===== config.mk =====
export PLATFORM = sky130hd
export DESIGN_NAME = pfx_combiner
export DESIGN_NICKNAME = d
export VERILOG_FILES = /design/src/rtl/pfx_pkg.sv /design/src/rtl/pfx_classify.sv /design/src/rtl/pfx_hold.sv /design/src/rtl/pfx_merge.sv /design/src/rtl/pfx_outreg.sv /design/src/rtl/pfx_combiner.sv
export SDC_FILE = /design/constraint.sdc
export NUM_CORES = 1
export LEC_CHECK = 0
export ABC_AREA = 1
export BUFFER_PORTS_ARGS = -buffer_cell sky130_fd_sc_hd__buf_2
export CORE_ASPECT_RATIO = 1.75
export CORE_MARGIN = 2
export CORE_UTILIZATION = 30
export DETAILED_ROUTE_END_ITERATION = 10
export PLACE_DENSITY = 0.5
export SLEW_MARGIN = 30
export SYNTH_ARGS = -nofsm -noshare
export SYNTH_HDL_FRONTEND = slang
export SYNTH_HIERARCHICAL = 1
export SYNTH_SLANG_ARGS = --single-unit

===== constraint.sdc =====
create_clock -name clk -period 1.3 [get_ports clk]
set_input_delay 0.26 -clock clk [delete_from_list [all_inputs] [get_ports clk]]
set_output_delay 0.26 -clock clk [all_outputs]
set_load 0.1 [all_outputs]

===== src/rtl/pfx_pkg.sv =====
// Shared types for the prefix combiner.
// Assumes: one pending prefix slot; each word carries at most three operands.
package pfx_pkg;
    typedef enum logic [1:0] {
        PEND_NONE = 2'd0,
        PEND_IMM  = 2'd1,
        PEND_OPD  = 2'd2
    } pend_e;

    localparam int unsigned SLOTS_PER_WORD = 3;
endpackage


===== src/rtl/pfx_classify.sv =====
// Classifies an incoming decoded word as immediate prefix, operand prefix,
// register form or immediate form.
// Assumes: OPC_W >= 6; register forms keep their opcode in bits [4:0].
module pfx_classify #(
    parameter int         OPC_W    = 8,
    parameter logic [5:0] IMM_CODE = 6'b111100,
    parameter logic [4:0] OPD_CODE = 5'b11111
) (
    input  logic [1:0]       kind,
    input  logic [OPC_W-1:0] opcode,
    input  logic [1:0]       nops,
    output logic             is_reg,
    output logic             is_long,
    output logic             is_imm_pfx,
    output logic             is_opd_pfx,
    output logic             is_pfx
);
    // Decode the form bits and the two prefix codes.
    always_comb begin
        is_reg     = kind[1];
        is_long    = (kind == 2'b01);
        is_imm_pfx = is_long && (opcode[5:0] == IMM_CODE);
        is_opd_pfx = is_reg && (nops >= 2'd2) && (opcode[4:0] == OPD_CODE);
        is_pfx     = is_imm_pfx || is_opd_pfx;
    end
endmodule


===== src/rtl/pfx_hold.sv =====
// Holds the single pending prefix (immediate bits or operand set).
// Assumes: take and consume strobes are mutually exclusive per cycle.
module pfx_hold
    import pfx_pkg::*;
#(
    parameter int REG_W = 4,
    parameter int PFX_W = 10,
    parameter int OPS_W = 3 * REG_W
) (
    input  logic             clk,
    input  logic             rst_n,
    input  logic             flush,
    input  logic             take_imm,
    input  logic             take_opd,
    input  logic             consume,
    input  logic [PFX_W-1:0] new_imm,
    input  logic [OPS_W-1:0] new_ops,
    input  logic [1:0]       new_nops,
    input  logic             new_xbit,
    output pend_e            pend,
    output logic [PFX_W-1:0] hold_imm,
    output logic [OPS_W-1:0] hold_ops,
    output logic [1:0]       hold_nops,
    output logic             hold_xbit
);
    // Track which prefix kind is pending; a new prefix replaces the old one.
    always_ff @(posedge clk) begin
        if (!rst_n)        pend <= PEND_NONE;
        else if (flush)    pend <= PEND_NONE;
        else if (take_imm) pend <= PEND_IMM;
        else if (take_opd) pend <= PEND_OPD;
        else if (consume)  pend <= PEND_NONE;
    end

    // Capture the immediate prefix bits.
    always_ff @(posedge clk) begin
        if (!rst_n)        hold_imm <= '0;
        else if (take_imm) hold_imm <= new_imm;
    end

    // Capture the operand prefix fields.
    always_ff @(posedge clk) begin
        if (!rst_n) begin
            hold_ops  <= '0;
            hold_nops <= '0;
            hold_xbit <= 1'b0;
        end else if (take_opd) begin
            hold_ops  <= new_ops;
            hold_nops <= new_nops;
            hold_xbit <= new_xbit;
        end
    end
endmodule


===== src/rtl/pfx_merge.sv =====
// Combines the pending prefix with the current ordinary word.
// Assumes: word operands go to slots 0..2, prefix operands to slots 3..5.
module pfx_merge
    import pfx_pkg::*;
#(
    parameter int REG_W   = 4,
    parameter int SHORT_W = 6,
    parameter int LONG_W  = 10,
    parameter int PFX_W   = 10,
    parameter int WIDE_W  = PFX_W + LONG_W,
    parameter int OPS_W   = 3 * REG_W,
    parameter int NSLOT   = 2 * SLOTS_PER_WORD
) (
    input  pend_e                  pend,
    input  logic [PFX_W-1:0]       hold_imm,
    input  logic [OPS_W-1:0]       hold_ops,
    input  logic [1:0]             hold_nops,
    input  logic                   hold_xbit,
    input  logic                   is_reg,
    input  logic                   is_long,
    input  logic [LONG_W-1:0]      w_imm,
    input  logic [OPS_W-1:0]       w_ops,
    input  logic [1:0]             w_nops,
    output logic [WIDE_W-1:0]      m_imm,
    output logic                   m_wide,
    output logic                   m_ext,
    output logic                   m_pfx_bit,
    output logic [NSLOT-1:0]       m_mask,
    output logic [NSLOT*REG_W-1:0] m_ops
);
    logic               imm_pend;
    logic [SHORT_W-1:0] short_lo;

    // Decide which prefix applies to this word.
    always_comb begin
        imm_pend  = (pend == PEND_IMM);
        m_ext     = (pend == PEND_OPD) && is_reg;
        m_wide    = imm_pend && !is_reg;
        m_pfx_bit = m_ext && (hold_nops == 2'd2) && hold_xbit;
    end

    // Build the zero-extended, possibly widened immediate.
    always_comb begin
        short_lo = w_imm[SHORT_W-1:0];
        if (is_reg)
            m_imm = '0;
        else if (is_long)
            m_imm = imm_pend ? {hold_imm, w_imm} : WIDE_W'(w_imm);
        else
            m_imm = imm_pend ? WIDE_W'({hold_imm, short_lo}) : WIDE_W'(short_lo);
    end

    // Place word operands low and prefix operands high, one slot per register.
    for (genvar i = 0; i < SLOTS_PER_WORD; i++) begin : g_slot
        logic w_on;
        logic p_on;
        assign w_on = is_reg && (w_nops > 2'(i));
        assign p_on = m_ext && (hold_nops > 2'(i));
        assign m_mask[i]                   = w_on;
        assign m_mask[i + SLOTS_PER_WORD]  = p_on;
        assign m_ops[i*REG_W +: REG_W]     = w_on ? w_ops[i*REG_W +: REG_W] : '0;
        assign m_ops[(i + SLOTS_PER_WORD)*REG_W +: REG_W] =
            p_on ? hold_ops[i*REG_W +: REG_W] : '0;
    end
endmodule


===== src/rtl/pfx_outreg.sv =====
// One-entry output register with valid/ready on both sides.
// Assumes: prefix words are accepted but never loaded into the register.
module pfx_outreg #(
    parameter int DATA_W = 8
) (
    input  logic              clk,
    input  logic              rst_n,
    input  logic              flush,
    input  logic              in_valid,
    input  logic              is_pfx,
    input  logic [DATA_W-1:0] d,
    input  logic              out_ready,
    output logic              in_ready,
    output logic              accept,
    output logic              out_valid,
    output logic [DATA_W-1:0] q
);
    logic load;

    // Accept when the register is empty or being drained, never during flush.
    always_comb begin
        in_ready = !flush && (!out_valid || out_ready);
        accept   = in_valid && in_ready;
        load     = accept && !is_pfx;
    end

    // Valid flag: set on load, cleared on drain or flush.
    always_ff @(posedge clk) begin
        if (!rst_n)         out_valid <= 1'b0;
        else if (flush)     out_valid <= 1'b0;
        else if (load)      out_valid <= 1'b1;
        else if (out_ready) out_valid <= 1'b0;
    end

    // Data register: loaded only with ordinary words.
    always_ff @(posedge clk) begin
        if (!rst_n)    q <= '0;
        else if (load) q <= d;
    end
endmodule


===== src/rtl/pfx_combiner.sv =====
// Top of the prefix combiner: classifies words, holds the pending prefix,
// merges it into the next word and registers the result.
// Assumes: decoder supplies split fields; immediates are unsigned.
module pfx_combiner
    import pfx_pkg::*;
#(
    parameter int         OPC_W    = 8,
    parameter int         REG_W    = 4,
    parameter int         SHORT_W  = 6,
    parameter int         LONG_W   = 10,
    parameter int         PFX_W    = 10,
    parameter logic [5:0] IMM_CODE = 6'b111100,
    parameter logic [4:0] OPD_CODE = 5'b11111
) (
    input  logic                    clk,
    input  logic                    rst_n,
    input  logic                    flush,
    input  logic                    in_valid,
    output logic                    in_ready,
    input  logic [1:0]              in_kind,
    input  logic [OPC_W-1:0]        in_opcode,
    input  logic                    in_xbit,
    input  logic [LONG_W-1:0]       in_imm,
    input  logic [3*REG_W-1:0]      in_ops,
    input  logic [1:0]              in_nops,
    output logic                    out_valid,
    input  logic                    out_ready,
    output logic [1:0]              out_kind,
    output logic [OPC_W-1:0]        out_opcode,
    output logic                    out_xbit,
    output logic [PFX_W+LONG_W-1:0] out_imm,
    output logic                    out_wide,
    output logic                    out_ext,
    output logic                    out_pfx_bit,
    output logic [5:0]              out_opmask,
    output logic [6*REG_W-1:0]      out_ops
);
    localparam int WIDE_W = PFX_W + LONG_W;
    localparam int OPS_W  = SLOTS_PER_WORD * REG_W;
    localparam int NSLOT  = 2 * SLOTS_PER_WORD;
    localparam int DATA_W = 2 + OPC_W + 1 + WIDE_W + 3 + NSLOT + NSLOT * REG_W;

    logic is_reg, is_long, is_imm_pfx, is_opd_pfx, is_pfx;
    logic accept;
    pend_e pend;
    logic [PFX_W-1:0]       hold_imm;
    logic [OPS_W-1:0]       hold_ops;
    logic [1:0]             hold_nops;
    logic                   hold_xbit;
    logic [WIDE_W-1:0]      m_imm;
    logic                   m_wide, m_ext, m_pfx_bit;
    logic [NSLOT-1:0]       m_mask;
    logic [NSLOT*REG_W-1:0] m_ops;
    logic [DATA_W-1:0]      d_word, q_word;

    pfx_classify #(
        .OPC_W(OPC_W), .IMM_CODE(IMM_CODE), .OPD_CODE(OPD_CODE)
    ) u_cls (
        .kind(in_kind), .opcode(in_opcode), .nops(in_nops),
        .is_reg(is_reg), .is_long(is_long),
        .is_imm_pfx(is_imm_pfx), .is_opd_pfx(is_opd_pfx), .is_pfx(is_pfx)
    );

    pfx_hold #(.REG_W(REG_W), .PFX_W(PFX_W), .OPS_W(OPS_W)) u_hold (
        .clk(clk), .rst_n(rst_n), .flush(flush),
        .take_imm(accept && is_imm_pfx),
        .take_opd(accept && is_opd_pfx),
        .consume(accept && !is_pfx),
        .new_imm(in_imm), .new_ops(in_ops), .new_nops(in_nops), .new_xbit(in_xbit),
        .pend(pend), .hold_imm(hold_imm), .hold_ops(hold_ops),
        .hold_nops(hold_nops), .hold_xbit(hold_xbit)
    );

    pfx_merge #(
        .REG_W(REG_W), .SHORT_W(SHORT_W), .LONG_W(LONG_W), .PFX_W(PFX_W),
        .WIDE_W(WIDE_W), .OPS_W(OPS_W), .NSLOT(NSLOT)
    ) u_merge (
        .pend(pend), .hold_imm(hold_imm), .hold_ops(hold_ops),
        .hold_nops(hold_nops), .hold_xbit(hold_xbit),
        .is_reg(is_reg), .is_long(is_long),
        .w_imm(in_imm), .w_ops(in_ops), .w_nops(in_nops),
        .m_imm(m_imm), .m_wide(m_wide), .m_ext(m_ext), .m_pfx_bit(m_pfx_bit),
        .m_mask(m_mask), .m_ops(m_ops)
    );

    // Pack the merged word for the output register.
    assign d_word = {in_kind, in_opcode, in_xbit, m_imm, m_wide, m_ext, m_pfx_bit,
                     m_mask, m_ops};

    pfx_outreg #(.DATA_W(DATA_W)) u_out (
        .clk(clk), .rst_n(rst_n), .flush(flush),
        .in_valid(in_valid), .is_pfx(is_pfx), .d(d_word), .out_ready(out_ready),
        .in_ready(in_ready), .accept(accept), .out_valid(out_valid), .q(q_word)
    );

    // Unpack the registered word onto the output ports.
    assign {out_kind, out_opcode, out_xbit, out_imm, out_wide, out_ext, out_pfx_bit,
            out_opmask, out_ops} = q_word;
endmodule


---- Word level (Yosys, flattened, before mapping) ----
Cells that the tools add are included.
word-level totals
  register bits ........................... 92
  latch bits .............................. 0
  bits in writable memories ............... 0
  memory bits (read-only) ................. 0
  bits of input ports ..................... 40
  output and inout bits ................... 66
  word-level logic and storage cells ...... 66
  memories kept ........................... 0
cells by class
  $add $sub $neg .......................... 0
  multiply operators ...................... 0
  divide/modulo/power cells ............... 0
  magnitude comparators ................... 7
  equality and inequality tests ........... 6
  shift operators ......................... 0
  mux-type cells .......................... 15
  bitwise gates (word level) .............. 1
  reduce and logical (&&, ||, !) cells .... 29
operators with widths
  operator                                                               number
  20-bit 2-to-1 mux                                                      3
  4-bit 2-to-1 mux                                                       6
  1-bit logical AND                                                      18
  16-bit 2-to-1 mux                                                      1
  2-bit by 1-bit > comparator with 1-bit output (second input constant)  4
  6-bit == test (second input constant)                                  1
  5-bit == test (second input constant)                                  1
  2-bit by 1-bit == test with 1-bit output (second input constant)       2
  2-bit == test (second input constant)                                  2
  2-bit > comparator (second input constant)                             2
  1-bit logical NOT                                                      4
  2-bit 2-to-1 mux                                                       2
  2-bit nonzero test                                                     2
  1-bit 2-to-1 mux                                                       3
  3-bit nonzero test                                                     1
  3-bit OR reduction                                                     1
  2-bit >= comparator (second input constant)                            1
  1-bit logical OR                                                       2
  2-bit OR reduction                                                     1
  1-bit NOT                                                              1

---- Depth between registers and ports, before layout ----
  depth in word-level cells ............... 9
  depth in mapped cells ................... 12
  depth with buffers taken out ............ 10

---- Hierarchy ----
Netlist, hierarchy kept.
by module, submodules not included
  module        instances  cells an instance  area an instance (sq um)  sequential area each (sq um)
  pfx_outreg    1          415                2697.6                    1301.2
  pfx_hold      1          118                947.2                     540.5
  pfx_merge     1          137                610.6                     0.0
  pfx_classify  1          20                 83.8                      0.0
  pfx_combiner  1          6                  25.0                      0.0

---- Worst setup path after synthesis ----
Ideal clock, no wire load.
  path type ............................... reg-to-output
  start ................................... register u_out.out_valid
  end ..................................... output in_ready
  arrival ................................. 2282 ps
  required time ........................... 1040 ps
  slack ................................... -1242 ps
  cell stages (with the launch flop) ...... 2
  buffers on the path ..................... 0
  cells stage by stage .................... dfxtp_1 > a21oi_1
between the ends
  word-level cells in the longest chain between the ends .. 3
ends and longest elaborated chain
  item                      line                source
  start: declaration        pfx_outreg.sv:15    output logic out_valid,
  start signal: assignment  pfx_outreg.sv:29    if (!rst_n) out_valid <= 1'b0;
  start signal: assignment  pfx_outreg.sv:30    else if (flush) out_valid <= 1'b0;
  start signal: assignment  pfx_outreg.sv:31    else if (load) out_valid <= 1'b1;
  1-bit logical NOT         pfx_outreg.sv:22    in_ready = !flush && (!out_valid || out_ready);
  1-bit logical OR          pfx_outreg.sv:22
  1-bit logical AND         pfx_outreg.sv:22
  end: declaration          pfx_combiner.sv:19  output logic in_ready,
Every way passes these cells.

---- Worst setup path in the final report ----
Ends and elaborated chain as after synthesis.

==> results.cfg <==
[hold_path]
min_delay_path_depth = 3
hp-class = in -> reg
hold_path_end = u_out/q[61]
min_from = in_opcode[7]

[floorplan]
ioPinCount = 106
dieArea_mm2 = 0.0156
die_h_um = 164
die_w_um = 95.2
rows = 58
core_mm2 = 0.0143
initial_core_util = 0.305

[outcome]
status = finished with violations
violations = setup timing

[cells_and_area]
layout_commonest_cell = nor2_1
final_util = 0.477
nets = 852
n_fill_cell = 1421
insertedDiodeCount = 0
final_cell_mix = 192 x nor2_1, 159 x nand2_1, 116 x inv_1
area.growth.synth_to_final_pct = 56.3
drive_above_1_share = 0.261

[pwr]
p_per_area_mw_per_mm2 = 1260
ir_drop_uv = 743
p_leak_nw = 3.48

[setup_path]
critPathArrivalTime_ps = 1120
cpLargestDelayFamily = flip-flops
r2r_cells = 8
max_stage_delay_ps = 340
critical_path_buf_inv_count = 2
worstSetupStartpointType = flip-flop
crit_fanout = 2
crit_chain = buf_6 > a21oi_4 > buf_12
path_class = reg -> out
rr_startpoint = u_out/out_valid
rr_endpoint = u_out/q[27]
reg2reg_slack_ps = -70
cp-end-kind = output pin
crit_slowest_cell = dfxtp_4
required_ps = 1040

[timing]
whs_ps = 151
rsz0062_at_grt = yes
final.setup.tns_ps = -1180
hold_violations = 0
finalCritPeriodShare = 1.06
tightestPinTransition_ps = 243
max_freq_ghz = 0.725
setup_slack_ps = -79.6
slew-limit-headroom = 0.837
timing.final.crit_period_ps = 1380
finalMaxSlewViolations = 0
setup-violations-final = 66
worst_clock_skew_ps = 7.98

[route]
num_vias = 4203
met3_length_um = 375
drt_iter0_drc = 129
via_per_inst = 4.22
firstDrtPassIters = 4
wl_met1_um = 4950
drc_errors = 0
wl_per_cell_um = 12.7
maxUsedRoutingLayer = met4
wl_um = 12700
ant_nets = 0
wl_met2_um = 7150

[placed_design]
hpwl_um = 8310
io_buffer_count = 105
globalplace.congestion = 0.743
dp_slack_ps = -213

[cts]
root_buffer = clkbuf_16
clockBufferDepth = 2
clkSlewWorstSetupHoldPaths_ps = 60
clkSinkCount = 92
clock_latency_ps = 350
cts-buffers-inserted = 9
h-tree-depth = 3
postCtsHoldBufs = 0
cts_tree = done

[logic_synthesis]
synth_area_leaders = dfxtp_1 42%, nor2_1 19%, nand2_1 14%, inv_1 10%, buf_6 2.6%
synth_nets = 736
avgSynthCellArea_um2 = 6.27
synth_top_area_cell = dfxtp_1
postSynthCellCount = 696
synth_top_area_frac = 0.422
yosys_warnings = 6
ys_ff_latch = 92
netlist_area_mm2 = 0.00436
synth_cell_types = 21
seq_area_frac_synth = 0.422

[global_routing]
grt_max_degree = 58
antenna_found_initial = 0
grt_pass1_vias = 3955
grt_overflow_total = 0
grt_pass1_wl_um = 19000
track_usage = 0.157

[run]
max_cap_viol_count = 0
==> worst reg2reg max path, delay by kind of cell, from the launching register on <==
| family | cells | cell delay (ps) |
|---|---|---|
| and+or+nand+nor | 4 | 310 |
| DFF | 1 | 340 |
| buffers and inverters | 4 | 610 |
==> layout make-up <==
| type | count | area (um2) | share of cell area |
|---|---|---|---|
| Multi-Input combinational cell | 443 | 1910 | 0.280 |
| Clock inverter | 6 | 134 | 0.0196 |
| Timing Repair inverter | 1 | 7.51 | 0.00110 |
| Clock buffer | 10 | 239 | 0.0350 |
| Timing Repair Buffer | 142 | 1990 | 0.291 |
| Sequential cell | 92 | 1850 | 0.271 |
| Inverter | 123 | 475 | 0.0697 |
| Tap cell | 180 | 225 | 0.0330 |
==> flip-flops by register name (all words and copies together) (netlist names) <==
signal and cells:
u_hold/hold_imm 10, u_hold/hold_xbit 1, u_out/q 64, u_hold/hold_nops 2
u_hold/pend 2, u_hold/hold_ops 12, u_out/out_valid 1
==> timing repair <==
item | CTS | global route
gates cloned | 0 | 8
gates resized for setup | 9 | 45
pin swaps | 1 | 5
buffers inserted | 2 | 1
setup endpoints to repair | 1 | 93
==> worst max-delay path by stage <==
stage	start	end	slack, ps	cells past startpoint
6_report	u_out/out_valid	in_ready	-80	3
5_1_grt	u_out/out_valid	u_out/q[18]	-120	8
4_1_cts	u_out/out_valid	in_ready	-120	3
3_5_place_dp	in_opcode[3]	u_out/q[24]	-210	10
3_3_place_gp	in_opcode[3]	u_out/q[4]	-210	10
2_1_floorplan	u_out/out_valid	in_ready	-7	1
==> metrics by stage <==
step	instances	area (um2)	total power, mW
3_5_place_dp	970	6120	5.27
5_1_grt	997	6820	8.89
6_report	997	6820	8.56
4_1_cts	988	6530	8.56
2_1_floorplan	696	4410	4.46
3_3_place_gp	970	6120	5.26
==> Yosys cell counts <==
master    number
buf_2         11
inv_1        119
inv_2          4
nor3_1         1
a21oi_1        4
clkbuf_1       2
nand2_4        1
nand2_2        1
o21ai_1       10
clkbuf_2       1
nor2_1       218
o21ai_0       16
nor2_2         3
nor2_4         3
nand3_1       18
and3_1         1
dfxtp_1       92
nand2_1      166
buf_6         10
buf_4         14
nand4_2        1
==> per-layer routing <==
| metal | vias up | track usage |
|---|---|---|
| met2 | 77 | 0.286 |
| met3 | 12 | 0.0272 |
| li1 | 2230 | - |
| met4 | 0 | 0.0586 |
| met1 | 1884 | 0.179 |
| met5 | - | 0 |
==> power breakdown <==
part	switching [mW]	internal [mW]
sequential	0.137	2.95
combinational	1.43	0.784
clock	1.13	2.13
total	2.70	5.86
==> cells by family after synthesis <==
kind of cell | Yosys count | synth area share
flops | 92 | 0.422
simple gates | 413 | 0.372
buf+inv | 161 | 0.171
compound gates | 30 | 0.0344
(Power assumes the default switching activity.)
